## config.mk

```make
export PLATFORM = sky130hd
export DESIGN_NAME = xbus_ctrl
export DESIGN_NICKNAME = d
export VERILOG_FILES = /design/src/rtl/xbus_pkg.sv /design/src/rtl/xbus_cfg.sv /design/src/rtl/xbus_seq.sv /design/src/rtl/xbus_pads.sv /design/src/rtl/xbus_ctrl.sv
export SDC_FILE = /design/constraint.sdc
export NUM_CORES = 1
export LEC_CHECK = 0
export BUFFER_PORTS_ARGS = -buffer_cell sky130_fd_sc_hd__buf_4
export CAP_MARGIN = 20
export CORE_UTILIZATION = 45
export CTS_CLUSTER_SIZE = 30
export DETAILED_ROUTE_END_ITERATION = 8
export GPL_TIMING_DRIVEN = 0
export PLACE_DENSITY = 0.71
export REMOVE_ABC_BUFFERS = 1
export SYNTH_ARGS = -nofsm -noshare
export SYNTH_HDL_FRONTEND = slang
export SYNTH_SLANG_ARGS = --single-unit
```

## constraint.sdc

```tcl
create_clock -name clk -period 6.68 [get_ports clk]
set_input_delay 0.334 -clock clk [delete_from_list [all_inputs] [get_ports clk]]
set_output_delay 0.334 -clock clk [all_outputs]
set_load 0.05 [all_outputs]
```

## src/rtl/xbus_pkg.sv

```systemverilog
package xbus_pkg;

  typedef enum logic [1:0] {
    PH_IDLE = 2'd0,
    PH_ADDR = 2'd1,
    PH_STRB = 2'd2,
    PH_HOLD = 2'd3
  } xb_phase_e;

  localparam int CODE_W = 2;
  localparam int CNT_W  = 2;

  // Strobe cycles added beyond the base two.
  function automatic logic [CNT_W-1:0] strobe_extra(input logic [CODE_W-1:0] code);
    case (code)
      2'b00:   strobe_extra = 2'd0;
      2'b01:   strobe_extra = 2'd1;
      default: strobe_extra = 2'd2;
    endcase
  endfunction

  function automatic logic wants_hold(input logic [CODE_W-1:0] code);
    wants_hold = (code == 2'b11);
  endfunction

endpackage

```

## src/rtl/xbus_cfg.sv

```systemverilog
module xbus_cfg
  import xbus_pkg::*;
#(
  parameter int HW = 8,
  parameter logic [HW-1:0] BOUND_RST = 8'h80
) (
  input  logic              clk,
  input  logic              rst,
  input  logic              cfg_we,
  input  logic [CODE_W-1:0] cfg_wait_lo,
  input  logic [CODE_W-1:0] cfg_wait_hi,
  input  logic [HW-1:0]     cfg_bound,
  input  logic              cfg_keep,
  input  logic [HW-1:0]     lookup_hi,
  output logic [CODE_W-1:0] sel_code,
  output logic              keep_on
);

  logic [CODE_W-1:0] wait_lo_q, wait_hi_q;
  logic [HW-1:0]     bound_q;
  logic              keep_q;

  always_ff @(posedge clk) begin
    if (rst) begin
      wait_lo_q <= '0;
      wait_hi_q <= '0;
      bound_q   <= BOUND_RST;
      keep_q    <= 1'b0;
    end else if (cfg_we) begin
      wait_lo_q <= cfg_wait_lo;
      wait_hi_q <= cfg_wait_hi;
      bound_q   <= cfg_bound;
      keep_q    <= cfg_keep;
    end
  end

  logic upper_hit;
  assign upper_hit = (lookup_hi >= bound_q);
  assign sel_code  = upper_hit ? wait_hi_q : wait_lo_q;
  assign keep_on   = keep_q;

  AST_CFG_LOAD: assert property (@(posedge clk) disable iff (rst)
    cfg_we |=> (bound_q == $past(cfg_bound)) && (keep_q == $past(cfg_keep)));

endmodule

```

## src/rtl/xbus_seq.sv

```systemverilog
module xbus_seq
  import xbus_pkg::*;
(
  input  logic              clk,
  input  logic              rst,
  input  logic              req_valid,
  input  logic [CODE_W-1:0] sel_code,
  output xb_phase_e         phase_nx,
  output logic              ready,
  output logic              ev_start,
  output logic              ev_strobe,
  output logic              ev_end
);

  xb_phase_e         phase_q;
  logic [CNT_W-1:0]  cnt_q, cnt_nx;
  logic [CODE_W-1:0] code_q;
  logic              last_strobe, final_cyc;

  assign last_strobe = (phase_q == PH_STRB) && (cnt_q == '0);
  assign final_cyc   = (last_strobe && !wants_hold(code_q)) || (phase_q == PH_HOLD);
  assign ready       = (phase_q == PH_IDLE) || final_cyc;
  assign ev_start    = req_valid && ready;
  assign ev_strobe   = (phase_q == PH_ADDR);
  assign ev_end      = last_strobe;

  always_comb begin
    phase_nx = phase_q;
    cnt_nx   = cnt_q;
    unique case (phase_q)
      PH_IDLE: if (ev_start) phase_nx = PH_ADDR;
      PH_ADDR: begin
        phase_nx = PH_STRB;
        cnt_nx   = CNT_W'(1) + strobe_extra(code_q);
      end
      PH_STRB: begin
        if (cnt_q != '0)             cnt_nx   = cnt_q - CNT_W'(1);
        else if (wants_hold(code_q)) phase_nx = PH_HOLD;
        else                         phase_nx = ev_start ? PH_ADDR : PH_IDLE;
      end
      PH_HOLD: phase_nx = ev_start ? PH_ADDR : PH_IDLE;
      default: phase_nx = PH_IDLE;
    endcase
  end

  always_ff @(posedge clk) begin
    if (rst) begin
      phase_q <= PH_IDLE;
      cnt_q   <= '0;
      code_q  <= '0;
    end else begin
      phase_q <= phase_nx;
      cnt_q   <= cnt_nx;
      if (ev_start) code_q <= sel_code;
    end
  end

  AST_ADDR_SINGLE: assert property (@(posedge clk) disable iff (rst)
    (phase_q == PH_ADDR) |=> (phase_q == PH_STRB));

  AST_BUSY_NOT_READY: assert property (@(posedge clk) disable iff (rst)
    (phase_q == PH_ADDR) |-> !ready);

endmodule

```

## src/rtl/xbus_pads.sv

```systemverilog
module xbus_pads
  import xbus_pkg::*;
#(
  parameter int AW = 16,
  parameter int DW = 8,
  localparam int HW = AW - DW
) (
  input  logic          clk,
  input  logic          rst,
  input  xb_phase_e     phase_nx,
  input  logic          ev_start,
  input  logic          ev_strobe,
  input  logic          ev_end,
  input  logic          keep_on,
  input  logic          req_we,
  input  logic [AW-1:0] req_addr,
  input  logic [DW-1:0] req_wdata,
  input  logic [DW-1:0] ad_in,
  output logic [HW-1:0] hi_q,
  output logic [DW-1:0] ad_q,
  output logic          oe_q,
  output logic          ale_q,
  output logic          rd_n_q,
  output logic          wr_n_q,
  output logic [DW-1:0] rdata_q,
  output logic          done_q
);

  logic          we_q;
  logic [DW-1:0] wd_q;
  logic          have_last;

  always_ff @(posedge clk) begin
    if (rst) begin
      hi_q      <= '0;
      ad_q      <= '0;
      oe_q      <= 1'b0;
      ale_q     <= 1'b0;
      rd_n_q    <= 1'b1;
      wr_n_q    <= 1'b1;
      rdata_q   <= '0;
      done_q    <= 1'b0;
      we_q      <= 1'b0;
      wd_q      <= '0;
      have_last <= 1'b0;
    end else begin
      done_q <= ev_end;
      if (ev_end) begin
        have_last <= 1'b1;
        if (!we_q) begin
          rdata_q <= ad_in;
          ad_q    <= ad_in;
        end
      end
      unique case (phase_nx)
        PH_ADDR: begin
          if (ev_start) begin
            ale_q  <= 1'b1;
            rd_n_q <= 1'b1;
            wr_n_q <= 1'b1;
            oe_q   <= 1'b1;
            hi_q   <= req_addr[AW-1:DW];
            ad_q   <= req_addr[DW-1:0];
            we_q   <= req_we;
            wd_q   <= req_wdata;
          end
        end
        PH_STRB: begin
          ale_q <= 1'b0;
          if (ev_strobe) begin
            rd_n_q <= we_q;
            wr_n_q <= !we_q;
            oe_q   <= we_q;
            if (we_q) ad_q <= wd_q;
          end
        end
        PH_HOLD: begin
          rd_n_q <= 1'b1;
          wr_n_q <= 1'b1;
        end
        default: begin
          ale_q  <= 1'b0;
          rd_n_q <= 1'b1;
          wr_n_q <= 1'b1;
          oe_q   <= keep_on && (have_last || ev_end);
        end
      endcase
    end
  end

  AST_ONE_STROBE: assert property (@(posedge clk) disable iff (rst)
    !(!rd_n_q && !wr_n_q));

  AST_ALE_CLEAR: assert property (@(posedge clk) disable iff (rst)
    ale_q |-> (rd_n_q && wr_n_q && oe_q));

  AST_RD_AFTER_ALE: assert property (@(posedge clk) disable iff (rst)
    $fell(rd_n_q) |-> $past(ale_q));

  AST_WR_AFTER_ALE: assert property (@(posedge clk) disable iff (rst)
    $fell(wr_n_q) |-> $past(ale_q));

  AST_WRITE_DRIVES: assert property (@(posedge clk) disable iff (rst)
    !wr_n_q |-> oe_q);

  AST_READ_RELEASES: assert property (@(posedge clk) disable iff (rst)
    !rd_n_q |-> !oe_q);

  AST_HI_STABLE: assert property (@(posedge clk) disable iff (rst)
    ((!rd_n_q || !wr_n_q) && $past(!rd_n_q || !wr_n_q)) |-> $stable(hi_q));

  AST_DONE_PULSE: assert property (@(posedge clk) disable iff (rst)
    done_q |=> !done_q);

endmodule

```

## src/rtl/xbus_ctrl.sv

```systemverilog
module xbus_ctrl
  import xbus_pkg::*;
#(
  parameter int AW = 16,
  parameter int DW = 8,
  localparam int HW = AW - DW,
  parameter logic [HW-1:0] BOUND_RST = 8'h80
) (
  input  logic              clk,
  input  logic              rst,
  input  logic              req_valid,
  input  logic              req_we,
  input  logic [AW-1:0]     req_addr,
  input  logic [DW-1:0]     req_wdata,
  output logic              req_ready,
  output logic [DW-1:0]     rsp_rdata,
  output logic              rsp_done,
  input  logic              cfg_we,
  input  logic [CODE_W-1:0] cfg_wait_lo,
  input  logic [CODE_W-1:0] cfg_wait_hi,
  input  logic [HW-1:0]     cfg_bound,
  input  logic              cfg_keep,
  output logic [HW-1:0]     bus_hi,
  output logic [DW-1:0]     bus_ad_out,
  output logic              bus_ad_oe,
  input  logic [DW-1:0]     bus_ad_in,
  output logic              bus_ale,
  output logic              bus_rd_n,
  output logic              bus_wr_n
);

  logic [CODE_W-1:0] sel_code;
  logic              keep_on;
  xb_phase_e         phase_nx;
  logic              ev_start, ev_strobe, ev_end;

  xbus_cfg #(.HW(HW), .BOUND_RST(BOUND_RST)) u_cfg (
    .clk(clk), .rst(rst),
    .cfg_we(cfg_we), .cfg_wait_lo(cfg_wait_lo), .cfg_wait_hi(cfg_wait_hi),
    .cfg_bound(cfg_bound), .cfg_keep(cfg_keep),
    .lookup_hi(req_addr[AW-1:DW]),
    .sel_code(sel_code), .keep_on(keep_on)
  );

  xbus_seq u_seq (
    .clk(clk), .rst(rst),
    .req_valid(req_valid), .sel_code(sel_code),
    .phase_nx(phase_nx), .ready(req_ready),
    .ev_start(ev_start), .ev_strobe(ev_strobe), .ev_end(ev_end)
  );

  xbus_pads #(.AW(AW), .DW(DW)) u_pads (
    .clk(clk), .rst(rst),
    .phase_nx(phase_nx), .ev_start(ev_start), .ev_strobe(ev_strobe), .ev_end(ev_end),
    .keep_on(keep_on), .req_we(req_we), .req_addr(req_addr), .req_wdata(req_wdata),
    .ad_in(bus_ad_in),
    .hi_q(bus_hi), .ad_q(bus_ad_out), .oe_q(bus_ad_oe), .ale_q(bus_ale),
    .rd_n_q(bus_rd_n), .wr_n_q(bus_wr_n), .rdata_q(rsp_rdata), .done_q(rsp_done)
  );

  AST_DONE_AFTER_STROBE: assert property (@(posedge clk) disable iff (rst)
    $rose(bus_rd_n) |-> rsp_done);

endmodule

```

==> impl_metrics.tcl <==
set metrics [dict create \
    switching_power_uw 251 \
    ios 80 \
    synth_area_leaders "dfxtp_1, nand2_1, a21oi_1" \
    wl_met1_um 2560 \
    internal_power_uw 628 \
    clockPowerShare_pct 37.1 \
    numCtsBuffers 9 \
    dp_cells 433 \
    end_kind "register" \
    p_sw_share_pct 28.5 \
    drt-initial-drc-count 137 \
    finalHoldViolCount 0 \
    yosysMostFrequentCell "dfxtp_1" \
    grt_pass1_wl_um 9490 \
    startpoint_type "register" \
    gp_congestion 0.777 \
    synthFlopType "dfxtp_1" \
    reg2reg_slack_ps 4310 \
    cts_tree "yes" \
    yosysSeqAreaShare_pct 45.1 \
    vias 2287 \
    fmax_mhz 422 \
    yosys.area.top_type "dfxtp_1" \
    antennaDiodeCount 0 \
    htree_levels 3 \
    reg2regPathDepth 10 \
    r2r_end "u_pads.ad_q[5]" \
    clkSlewWorstSetupHoldPaths_ps 70 \
    setup_tns_ps 0 \
    arrival_ps 2580 \
    finalWirelength_um 5770 \
    tightestPinTransition_ps 522 \
    areaGrowthSynthToFinish_pct 31.4 \
    drc_errors 0 \
    antenna_found_initial 0 \
    maxCapViolCount 0 \
    cts-root-buf "clkbuf_8" \
    setup_viol 0 \
    synth.avg_cell_area_sq_um 8.67 \
    whs_ps 231 \
    status "finished clean" \
    drive_gt1_share_pct 27.6 \
    fp.dieH_um 77.7 \
    grt_max_degree 51 \
    rr_startpoint "u_seq.cnt_q[0]" \
    fin_crit_sh_pct 35.5 \
    p_seq_share_pct 43.2 \
    p_leak_uw 0.00147 \
    initial_core_util_pct 46.8 \
    rsz0062_at_grt "no" \
    vdd.ir_drop.worst_mv 0.160 \
    crit_start "u_seq.cnt_q[0]" \
    wl_met3_um 412 \
    synth_area_sq_mm 0.00258 \
    total_power_uw 878 \
    port-buffer-count 79 \
    grt_overflow_total 0 \
    dpl.hpwl_um 4080 \
    wl_met2_um 2640 \
    async_flop_share_pct 0 \
    skew_ps 6.77 \
    yosysTopAreaCellShare_pct 45.1 \
    netlist_instances 297 \
    max_slew_margin_pct 65.2 \
    synth_cell_types 44 \
    grt_pass1_vias 2176 \
    path_max_fanout 8 \
    fin_nets 434 \
    dieArea_sq_mm 0.00603 \
    pwr-share-comb_pct 19.8 \
    period_needed_ps 2370 \
    min_path_type "input port to register" \
    post_cts_resized 0 \
    core-area_sq_mm 0.00551 \
    post-cts-setup-buffers 0 \
    final_cells 449 \
    endpoint "u_pads.ad_q[5]" \
    clock_latency_ps 330 \
    grt_usage_pct 20.2 \
    path_class "register to register" \
    wl_per_cell_um 12.8 \
    detail-route-antenna-nets 0 \
    rows 27 \
    synth-seq-cells 58 \
    ctsLongestPathBuffers 2 \
    viasPerCell 5.09 \
    cts.sinks 58 \
    dr.pass1.iters 6 \
    synth_edf_count 0 \
    cts_hold_buf 0 \
    crit_required_ps 6890 \
    die-width_um 77.7 \
    powerDensity_mw_per_mm2 260 \
    maxUsedRoutingLayer "met4" \
    maxSlewViolCount 0 \
    ys_warn_count 0 \
    synth_common_cells "dfxtp_1, nand2_1, a21oi_1" \
]
==> layout by cell type (no fill, tap or decap), types with 4 or more instances in the layout <==
master and n:
nor2_1 26, ha_1 12, a22oi_1 9, dfxtp_1 58
nand2_1 56, inv_1 16, o22ai_1 9, a21oi_1 32
clkbuf_8 11, mux2i_1 13, a21boi_0 9, a221oi_1 4
buf_4 79, o21ai_0 4
==> cells by family (layout without fill, tap and decap cells) <==
family | after synthesis | in the layout | synth area share [%]
simple gates | 98 | 98 | 16.7
compound gates | 84 | 84 | 21.7
flops | 58 | 58 | 45.1
buf+inv | 31 | 111 | 5.39
mux | 13 | 13 | 5.05
fa+ha+maj | 12 | 12 | 5.83
xor+xnor | 1 | 1 | 0.340
==> critical path: stages, from the launching register on <==
cell and delay (ps):
dfxtp_1 310, inv_1 60, ha_1 270, o21ai_0 160
a21boi_0 100, a21oi_1 210, inv_1 100, ha_1 290
a22oi_1 320, a21o_1 320, o22ai_1 110
==> cell type report <==
type | count | area, sq um
tap | 72 | 90.1
clock buffer | 11 | 151
clock inverter | 5 | 52.6
multi-input combinational | 208 | 1280
sequential | 58 | 1160
fill | 492 | 2120
timing repair buffer | 79 | 593
inverter | 16 | 60.1
==> worst min-delay path by stage <==
stage | from | slack, ps | to | depth (start not counted)
2_1_floorplan | rst | 400 | u_pads.hi_q[0] | 1
3_3_place_gp | u_pads.have_last | 440 | u_pads.have_last | 2
3_5_place_dp | u_pads.have_last | 440 | u_pads.have_last | 2
4_1_cts | cfg_bound[7] | 230 | u_cfg.bound_q[7] | 3
5_1_grt | cfg_bound[7] | 230 | u_cfg.bound_q[7] | 3
6_report | cfg_bound[7] | 230 | u_cfg.bound_q[7] | 3
==> power by group through the flow <==
stage	Clock [uW]	Combinational (uW)	Sequential, uW
after CTS	331	174	379
final	326	174	379
after detailed placement	0	173	387
after global placement	0	170	386
after floorplan	0	81.0	415
after global routing	348	191	382
==> through the flow <==
| step | setup slack, ps | instance area, sq um | util (%) |
|---|---|---|---|
| 5_1_grt | 3970 | 3380 | 61.5 |
| 4_1_cts | 4300 | 3380 | 61.5 |
| 3_3_place_gp | 4340 | 3180 | 57.8 |
| 6_report | 4310 | 3380 | 61.5 |
| 2_1_floorplan | 4590 | 2500 | - |
| 3_5_place_dp | 4330 | 3180 | 57.8 |
==> routing by layer <==
layer | GRT usage [%] | vias up
met2 | 31.4 | 71
met3 | 6.82 | 15
li1 | - | 1176
met4 | 10.8 | 0
met1 | 24.6 | 1025
met5 | 0 | -
==> state kept, by name (all words and copies together), names as in the netlist <==
register / flops
u_cfg.bound_q: 8
u_pads.ad_q: 8
u_pads.hi_q: 8
u_pads.rdata_q: 8
u_pads.wd_q: 8
u_cfg.wait_hi_q: 2
u_cfg.wait_lo_q: 2
u_seq.cnt_q: 2
u_seq.code_q: 2
u_seq.phase_q: 2
u_cfg.keep_on: 1
u_pads.ale_q: 1
u_pads.done_q: 1
u_pads.have_last: 1
u_pads.oe_q: 1
u_pads.rd_n_q: 1
u_pads.we_q: 1
u_pads.wr_n_q: 1
(Power assumes the default switching activity.)
